File: src/rtl/gbx_pkg.sv
package gbx_pkg;

    // Phase / mode states of the gearbox controller
    typedef enum logic [1:0] {
        GBX_HI   = 2'd0,  // paired mode, even phase: high byte taken
        GBX_LO   = 2'd1,  // paired mode, odd phase: low byte completes word
        GBX_SOLO = 2'd2   // unpaired mode: one byte per cycle
    } gbx_state_e;

endpackage

File: src/rtl/gbx_phase_fsm.sv
module gbx_phase_fsm
    import gbx_pkg::*;
(
    input  logic       clk,
    input  logic       rst_n,
    input  logic       slow_mode,
    output gbx_state_e state,
    output logic       flush,
    output logic       xfer
);

    gbx_state_e state_q;
    gbx_state_e state_d;
    logic       mode_q;
    logic       mode_chg;

    // Next-state decision
    always_comb begin
        mode_chg = (slow_mode != mode_q);
        unique case (state_q)
            GBX_HI:   state_d = GBX_LO;
            GBX_LO:   state_d = GBX_HI;
            GBX_SOLO: state_d = GBX_SOLO;
            default:  state_d = GBX_HI;
        endcase
        if (mode_chg) begin
            state_d = slow_mode ? GBX_SOLO : GBX_HI;
        end
    end

    // State register (reset picks the mode seen during reset)
    always_ff @(posedge clk) begin
        if (!rst_n) begin
            state_q <= slow_mode ? GBX_SOLO : GBX_HI;
            mode_q  <= slow_mode;
        end else begin
            state_q <= state_d;
            mode_q  <= slow_mode;
        end
    end

    // Outputs
    always_comb begin
        state = state_q;
        flush = mode_chg;
        xfer  = (state_q != GBX_HI) && !mode_chg;
    end

endmodule

File: src/rtl/gbx_gather.sv
module gbx_gather
    import gbx_pkg::*;
#(
    parameter int LANE_W = 8,
    localparam int WORD_W = 2 * LANE_W
) (
    input  logic              clk,
    input  logic              rst_n,
    input  gbx_state_e        state,
    input  logic              flush,
    input  logic [LANE_W-1:0] in_byte,
    input  logic              in_sig,
    output logic [WORD_W-1:0] word,
    output logic              word_sig,
    output logic              word_vld
);

    logic [LANE_W-1:0] hi_q;
    logic              hi_sig_q;
    logic              hi_vld_q;
    logic              pend_q;
    logic [WORD_W-1:0] word_q;
    logic              word_sig_q;
    logic              word_vld_q;

    always_ff @(posedge clk) begin
        if (!rst_n) begin
            hi_q       <= '0;
            hi_sig_q   <= 1'b0;
            hi_vld_q   <= 1'b0;
            pend_q     <= 1'b0;
            word_q     <= '0;
            word_sig_q <= 1'b0;
            word_vld_q <= 1'b0;
        end else if (flush) begin
            hi_vld_q   <= 1'b0;
            word_vld_q <= 1'b0;
            pend_q     <= 1'b0;
        end else begin
            unique case (state)
                GBX_HI: begin
                    hi_q     <= in_byte;
                    hi_sig_q <= in_sig | pend_q;
                    hi_vld_q <= 1'b1;
                    pend_q   <= 1'b0;
                end
                GBX_LO: begin
                    word_q     <= {hi_q, in_byte};
                    word_sig_q <= hi_sig_q;
                    word_vld_q <= hi_vld_q;
                    pend_q     <= in_sig;
                end
                GBX_SOLO: begin
                    hi_q       <= in_byte;
                    hi_sig_q   <= in_sig;
                    hi_vld_q   <= 1'b1;
                    word_q     <= {{LANE_W{1'b0}}, hi_q};
                    word_sig_q <= hi_sig_q;
                    word_vld_q <= hi_vld_q;
                    pend_q     <= 1'b0;
                end
                default: begin
                    hi_vld_q   <= 1'b0;
                    word_vld_q <= 1'b0;
                    pend_q     <= 1'b0;
                end
            endcase
        end
    end

    assign word     = word_q;
    assign word_sig = word_sig_q;
    assign word_vld = word_vld_q;

endmodule

File: src/rtl/gbx_serialize.sv
module gbx_serialize
    import gbx_pkg::*;
#(
    parameter int LANE_W = 8,
    localparam int WORD_W = 2 * LANE_W
) (
    input  logic              clk,
    input  logic              rst_n,
    input  gbx_state_e        state,
    input  logic              flush,
    input  logic              xfer,
    input  logic [WORD_W-1:0] word,
    input  logic              word_sig,
    input  logic              word_vld,
    output logic [LANE_W-1:0] out_byte,
    output logic              out_sig,
    output logic              out_valid
);

    logic [WORD_W-1:0] oreg_q;
    logic              osig_q;
    logic              ovld_q;

    always_ff @(posedge clk) begin
        if (!rst_n) begin
            oreg_q <= '0;
            osig_q <= 1'b0;
            ovld_q <= 1'b0;
        end else if (flush) begin
            ovld_q <= 1'b0;
        end else if (xfer) begin
            oreg_q <= word;
            osig_q <= word_sig;
            ovld_q <= word_vld;
        end
    end

    always_comb begin
        unique case (state)
            GBX_HI:   out_byte = oreg_q[WORD_W-1:LANE_W];
            GBX_LO:   out_byte = oreg_q[LANE_W-1:0];
            GBX_SOLO: out_byte = oreg_q[LANE_W-1:0];
            default:  out_byte = '0;
        endcase
        out_valid = ovld_q;
        out_sig   = ovld_q && osig_q && (state != GBX_LO);
    end

endmodule

File: src/rtl/bytewide_gearbox.sv
module bytewide_gearbox
    import gbx_pkg::*;
#(
    parameter int LANE_W = 8,
    localparam int WORD_W = 2 * LANE_W
) (
    input  logic              clk,
    input  logic              rst_n,
    input  logic              slow_mode,
    input  logic [LANE_W-1:0] in_byte,
    input  logic              in_sig,
    output logic [LANE_W-1:0] out_byte,
    output logic              out_sig,
    output logic              out_valid
);

    gbx_state_e        state;
    logic              flush;
    logic              xfer;
    logic [WORD_W-1:0] word;
    logic              word_sig;
    logic              word_vld;

    gbx_phase_fsm i_fsm (
        .clk       (clk),
        .rst_n     (rst_n),
        .slow_mode (slow_mode),
        .state     (state),
        .flush     (flush),
        .xfer      (xfer)
    );

    gbx_gather #(.LANE_W(LANE_W)) i_gather (
        .clk      (clk),
        .rst_n    (rst_n),
        .state    (state),
        .flush    (flush),
        .in_byte  (in_byte),
        .in_sig   (in_sig),
        .word     (word),
        .word_sig (word_sig),
        .word_vld (word_vld)
    );

    gbx_serialize #(.LANE_W(LANE_W)) i_ser (
        .clk       (clk),
        .rst_n     (rst_n),
        .state     (state),
        .flush     (flush),
        .xfer      (xfer),
        .word      (word),
        .word_sig  (word_sig),
        .word_vld  (word_vld),
        .out_byte  (out_byte),
        .out_sig   (out_sig),
        .out_valid (out_valid)
    );

endmodule

File: config.mk
export PLATFORM = sky130hd
export DESIGN_NAME = bytewide_gearbox
export DESIGN_NICKNAME = d
export VERILOG_FILES = /design/src/rtl/gbx_pkg.sv /design/src/rtl/gbx_phase_fsm.sv /design/src/rtl/gbx_gather.sv /design/src/rtl/gbx_serialize.sv /design/src/rtl/bytewide_gearbox.sv
export SDC_FILE = /design/constraint.sdc
export NUM_CORES = 1
export LEC_CHECK = 0
export CAP_MARGIN = 20
export CELL_PAD_IN_SITES_DETAIL_PLACEMENT = 1
export CELL_PAD_IN_SITES_GLOBAL_PLACEMENT = 2
export CORE_ASPECT_RATIO = 0.75
export CORE_MARGIN = 2
export CORE_UTILIZATION = 37
export CTS_CLUSTER_DIAMETER = 80
export CTS_CLUSTER_SIZE = 30
export DETAILED_ROUTE_END_ITERATION = 16
export PLACE_DENSITY_LB_ADDON = 0.1
export SLEW_MARGIN = 0
export SYNTH_ARGS = -nofsm -noshare
export SYNTH_HDL_FRONTEND = slang
export SYNTH_SLANG_ARGS = --single-unit
File: constraint.sdc
create_clock -name clk -period 4.29 [get_ports clk]
set_input_delay 1.287 -clock clk [delete_from_list [all_inputs] [get_ports clk]]
set_output_delay 1.287 -clock clk [all_outputs]
set_load 0.01 [all_outputs]
== Word-level counts from Yosys, hierarchy flattened ==
Cells that the tools add are included.

* Eq/ne operators: 4
* Mux-type cells: 9
* Bitwise operators: 4
* Reductions and logical operators: 17

{| class="wikitable"
|+ Operators with widths
! kind !! number
|-
| 16-bit case mux with 2 select lines || 1
|-
| 8-bit case mux with 2 select lines || 1
|-
| 2-bit AND reduction || 5
|-
| 2-bit 2-to-1 mux || 3
|-
| 1-bit case mux with 2 select lines || 3
|-
| 2-bit nonzero test || 3
|-
| 2-bit OR reduction || 3
|-
| 2-bit case mux with 2 select lines || 1
|-
| 1-bit logical AND || 3
|-
| 1-bit inverter || 3
|-
| 3-bit OR reduction || 1
|-
| 2-bit by 1-bit == test with 1-bit output, second input constant || 1
|-
| 2-bit == test, second input constant || 1
|-
| 2-bit logical NOT || 1
|-
| 2-bit by 1-bit != test with 1-bit output, second input constant || 1
|-
| 1-bit logical NOT || 1
|-
| 1-bit != test || 1
|-
| 1-bit bitwise OR || 1
|}

* Flip-flop bits (word level): 50
* Bits of input ports: 12
* Output and inout bits: 10
* Logic and storage cells: 46

== Longest topological paths before layout ==
* Word-level depth: 4
* Gate-level depth with buffers: 7
* Mapped depth without buffers: 5

== Hierarchy ==
Synthesis repeated with hierarchy kept, for this count alone.

* Cells, all modules: 254
* Area, all modules: 2,203.4 µm²

{| class="wikitable"
|+ By module, submodules not included
! module !! instances !! cells an instance !! area an instance (µm²) !! sequential area each (µm²)
|-
| gbx_gather || 1 || 136 || 1,197.4 || 580.6
|-
| gbx_serialize || 1 || 104 || 894.6 || 360.3
|-
| gbx_phase_fsm || 1 || 14 || 111.4 || 60.1
|}

== Least setup slack after synthesis ==
No wires, ideal clock.

* Path kind: reg2out
* Start: register i_fsm.state_q[0] (netlist: i_fsm.state[0])
* End: output out_byte[1]
* Arrival time: 1.461 ns
* Data required time: 3.003 ns
* Path slack: 1.542 ns
* Cell stages (with the launch flop): 7
* Buffers on the path: 2
* Path through: dfxtp_1 > inv_1 > ha_1 > clkbuf_1 > clkbuf_1 > a22oi_1 > nor2_1

* Cells in the longest elaborated chain, start to end: 3
* Elaborated cells between the ends (all ways): 5
* Those cells by class: eq/ne: 2; mux: 1; reduce/logical: 2

{| class="wikitable"
|+ Ends and longest elaborated chain
! what !! line !! text
|-
| start, declared || gbx_phase_fsm.sv:12 || <nowiki>gbx_state_e state_q;</nowiki>
|-
| start signal, assigned || gbx_phase_fsm.sv:34 || <nowiki>state_q <= slow_mode ? GBX_SOLO : GBX_HI;</nowiki>
|-
| start signal, assigned || gbx_phase_fsm.sv:37 || <nowiki>state_q <= state_d;</nowiki>
|-
| 2-bit == test or 2-bit by 1-bit == test with 1-bit output (tied branches) || gbx_serialize.sv:39 || <nowiki>unique case (state)</nowiki>
|-
| 2-bit OR reduction (no source line) || - ||
|-
| 8-bit case mux with 2 select lines * || gbx_serialize.sv:39 ||
|-
| end, declared || bytewide_gearbox.sv:12 || <nowiki>output logic [LANE_W-1:0] out_byte,</nowiki>
|}

Mark *: on every way between the ends. The rest lies on a longest branch, timed or not.

== Worst setup path after layout ==
Same ends and word-level chain as after synthesis.

==> results.ini <==
[layout]
syn2layout_area_growth_pct=14.4
n_antenna_cell=0
layout-drive-gt1-share_pct=8.00
nets=267

[detailed_routing]
wl_um=4860
first_pass_iters=4
drtAntennaViolNets=0
via_per_inst=4.88
route.detailed.drc=0
vias=1599
routedWlPerCell_um=14.8
drt_iter0_drc=57

[clock_network]
cts-buffers-inserted=5
clockRootBuffer=clkbuf_8
tritoncts=built
cts.sinks=50
clkSlewWorstSetupHoldPaths_ns=0.08
postCtsHoldBufs=0
cts_max_path_buffers=2
h-tree-depth=2
cts.repair.resized=0
post-cts-setup-buffers=0
clock_latency_ns=0.30

[floorplanning]
floorplan.initialDensity_pct=38.0
ios=22
rows=24
die_h_um=70.8
design.core.area_mm2=0.00580
die_area_mm2=0.00659
die_w_um=93.1

[synthesis]
avgSynthCellArea_um2=9.25
ys_warn_count=0
synth_fp_nets=255
ys_types=24
synthCells=238
synth_seq_cells=50
synth-seq-area-share_pct=45.5
syn_area_mm2=0.00220

[placed_design]
place_congestion=0.714
port_buffers=21
place_hpwl_um=3220

[timing]
final_max_slew_viol_count=0
whs_ns=0.459
max_freq_mhz=277
finalCriticalPeriod_ns=3.61
finalSetupViolCount=0
setup-tns-final_ns=0
post-route-period-util_pct=84.0
relSlewSlack_pct=52.6
skew_ns=0.00160
hold_violations=0
rsz0062_at_grt=no
worst_slew_pin_slew_ns=0.711

[worst_setup_path]
required_ns=3.00
worst_setup_path_end_kind=primary output
worstPathMaxFanout=18
cp-start-kind=flip-flop
path_class=flip-flop to primary output
arrival_ns=2.32

[power]
vdd_ir_drop_max_mv=0.199
leakage_nw=0.921
power_density_mw_per_mm2=367

[flow_run]
maxCapViolCount=0

[grt]
grt_usage_pct=16.3
antenna_found_initial=0
grt_max_degree=53
grt_pass1_vias=1678
grt_overflow_total=0
grt_pass1_wl_um=8380

[status]
status=finished clean

[hold_path]
min_path_type=flip-flop to flip-flop

## sequential cells by signal, indices dropped and copies added (netlist names)
signal,cells
i_gather.word,16
i_ser.oreg_q,16
i_gather.hi_q,8
i_fsm.state,2
i_fsm.mode_q,1
i_gather.hi_sig_q,1
i_gather.hi_vld_q,1
i_gather.pend_q,1
i_gather.word_sig,1
i_gather.word_vld,1
i_ser.osig_q,1
i_ser.out_valid,1
## power breakdown
group          internal, mW  switching [mW]
clock network         0.113           0.147
logic                0.0704          0.0963
registers             0.487          0.0124
## layer usage
metal,global-route usage (%),share of wire [%],vias up
li1,-,-,826
met1,22.3,52,747
met2,26.0,44,19
met3,3.19,2.4,7
met4,5.39,1.3,0
met5,0,0,-
## synthesized netlist by cell type
master,number,area [µm²]
nand2_1,57,214
dfxtp_1,50,1000
mux2i_1,35,350
clkbuf_1,13,48.8
nor2_1,12,45.0
nand3b_1,9,67.6
a22oi_1,8,60.1
mux2_2,8,90.1
nand4_1,8,50.1
o21ai_1,8,40.0
ha_1,5,62.6
a21oi_1,3,15.0
buf_6,3,33.8
inv_1,3,11.3
nor2b_1,3,18.8
buf_2,2,10.0
nor2_4,2,22.5
nor3_1,2,10.0
o21ai_0,2,10.0
and2_1,1,6.26
and3_1,1,6.26
buf_1,1,3.75
xnor2_1,1,8.76
xor2_2,1,16.3
## cell families after synthesis
kind of cell | count (synthesis) | synth area share, %
AND/OR/NAND/NOR | 95 | 20.0
flip-flops | 50 | 45.5
multiplexers | 43 | 20.0
buffers and inverters | 22 | 4.89
AO/OA/AOI/OAI | 21 | 5.68
adder cells (fa/ha/maj) | 5 | 2.84
XOR/XNOR | 2 | 1.14
## stage by stage
step	total power [mW]	util (%)	cell area (µm²)	setup WS (ns)	std cells
4_1_cts	0.941	43.5	2520	0.645	328
3_5_place_dp	0.681	42.2	2440	0.972	321
2_1_floorplan	0.633	-	2200	1.54	238
3_3_place_gp	0.678	42.2	2440	1.04	321
6_report	0.926	43.5	2520	0.685	328
5_1_grt	0.977	43.5	2520	0.475	328
## final timing paths
check                                    start                              to  slack [ns]  cells after the start
setup reg to reg     i_fsm.state[0]$_SDFF_PP0_  i_gather.word[10]$_SDFFE_PN0P_        2.30                      5
hold / removal    i_ser.oreg_q[7]$_SDFFE_PN0P_    i_ser.oreg_q[7]$_SDFFE_PN0P_        0.46                      2
setup / recovery     i_fsm.state[0]$_SDFF_PP0_                     out_byte[1]        0.68                      5
hold reg to reg   i_ser.oreg_q[7]$_SDFFE_PN0P_    i_ser.oreg_q[7]$_SDFFE_PN0P_        0.46                      2
## cell type report
type                            instances  area, µm²
Fill cell                             675       3280
Multi-Input combinational cell        166       1090
Sequential cell                        50       1000
Timing Repair Buffer                   24        240
Tap cell                               78       97.6
Clock buffer                            7       76.3
Inverter                                3       11.3
## cell usage in the layout (no fill, tap or decap), drive strengths merged
master / netlist / routed
nor2b: 3 / 3
xnor2: 1 / 1
mux2i: 35 / 35
o21ai: 10 / 10
nor3: 2 / 2
and3: 1 / 1
nand4: 8 / 8
inv: 3 / 3
ha: 5 / 5
clkdlybuf4s50: 0 / 20
nand3b: 9 / 9
and2: 1 / 1
nor2: 14 / 14
clkbuf: 13 / 7
buf: 6 / 4
nand2: 57 / 57
dfxtp: 50 / 50
mux2: 8 / 8
a21oi: 3 / 3
a22oi: 8 / 8
xor2: 1 / 1
## critical path, cell delays in order (launching register included)
cell	delay, ns
dfxtp_1	0.37
inv_1	0.09
ha_1	0.73
a22oi_1	0.14
nor2_1	0.14
clkdlybuf4s50_1	0.55
Note: power is estimated with default switching activity, not from simulation.
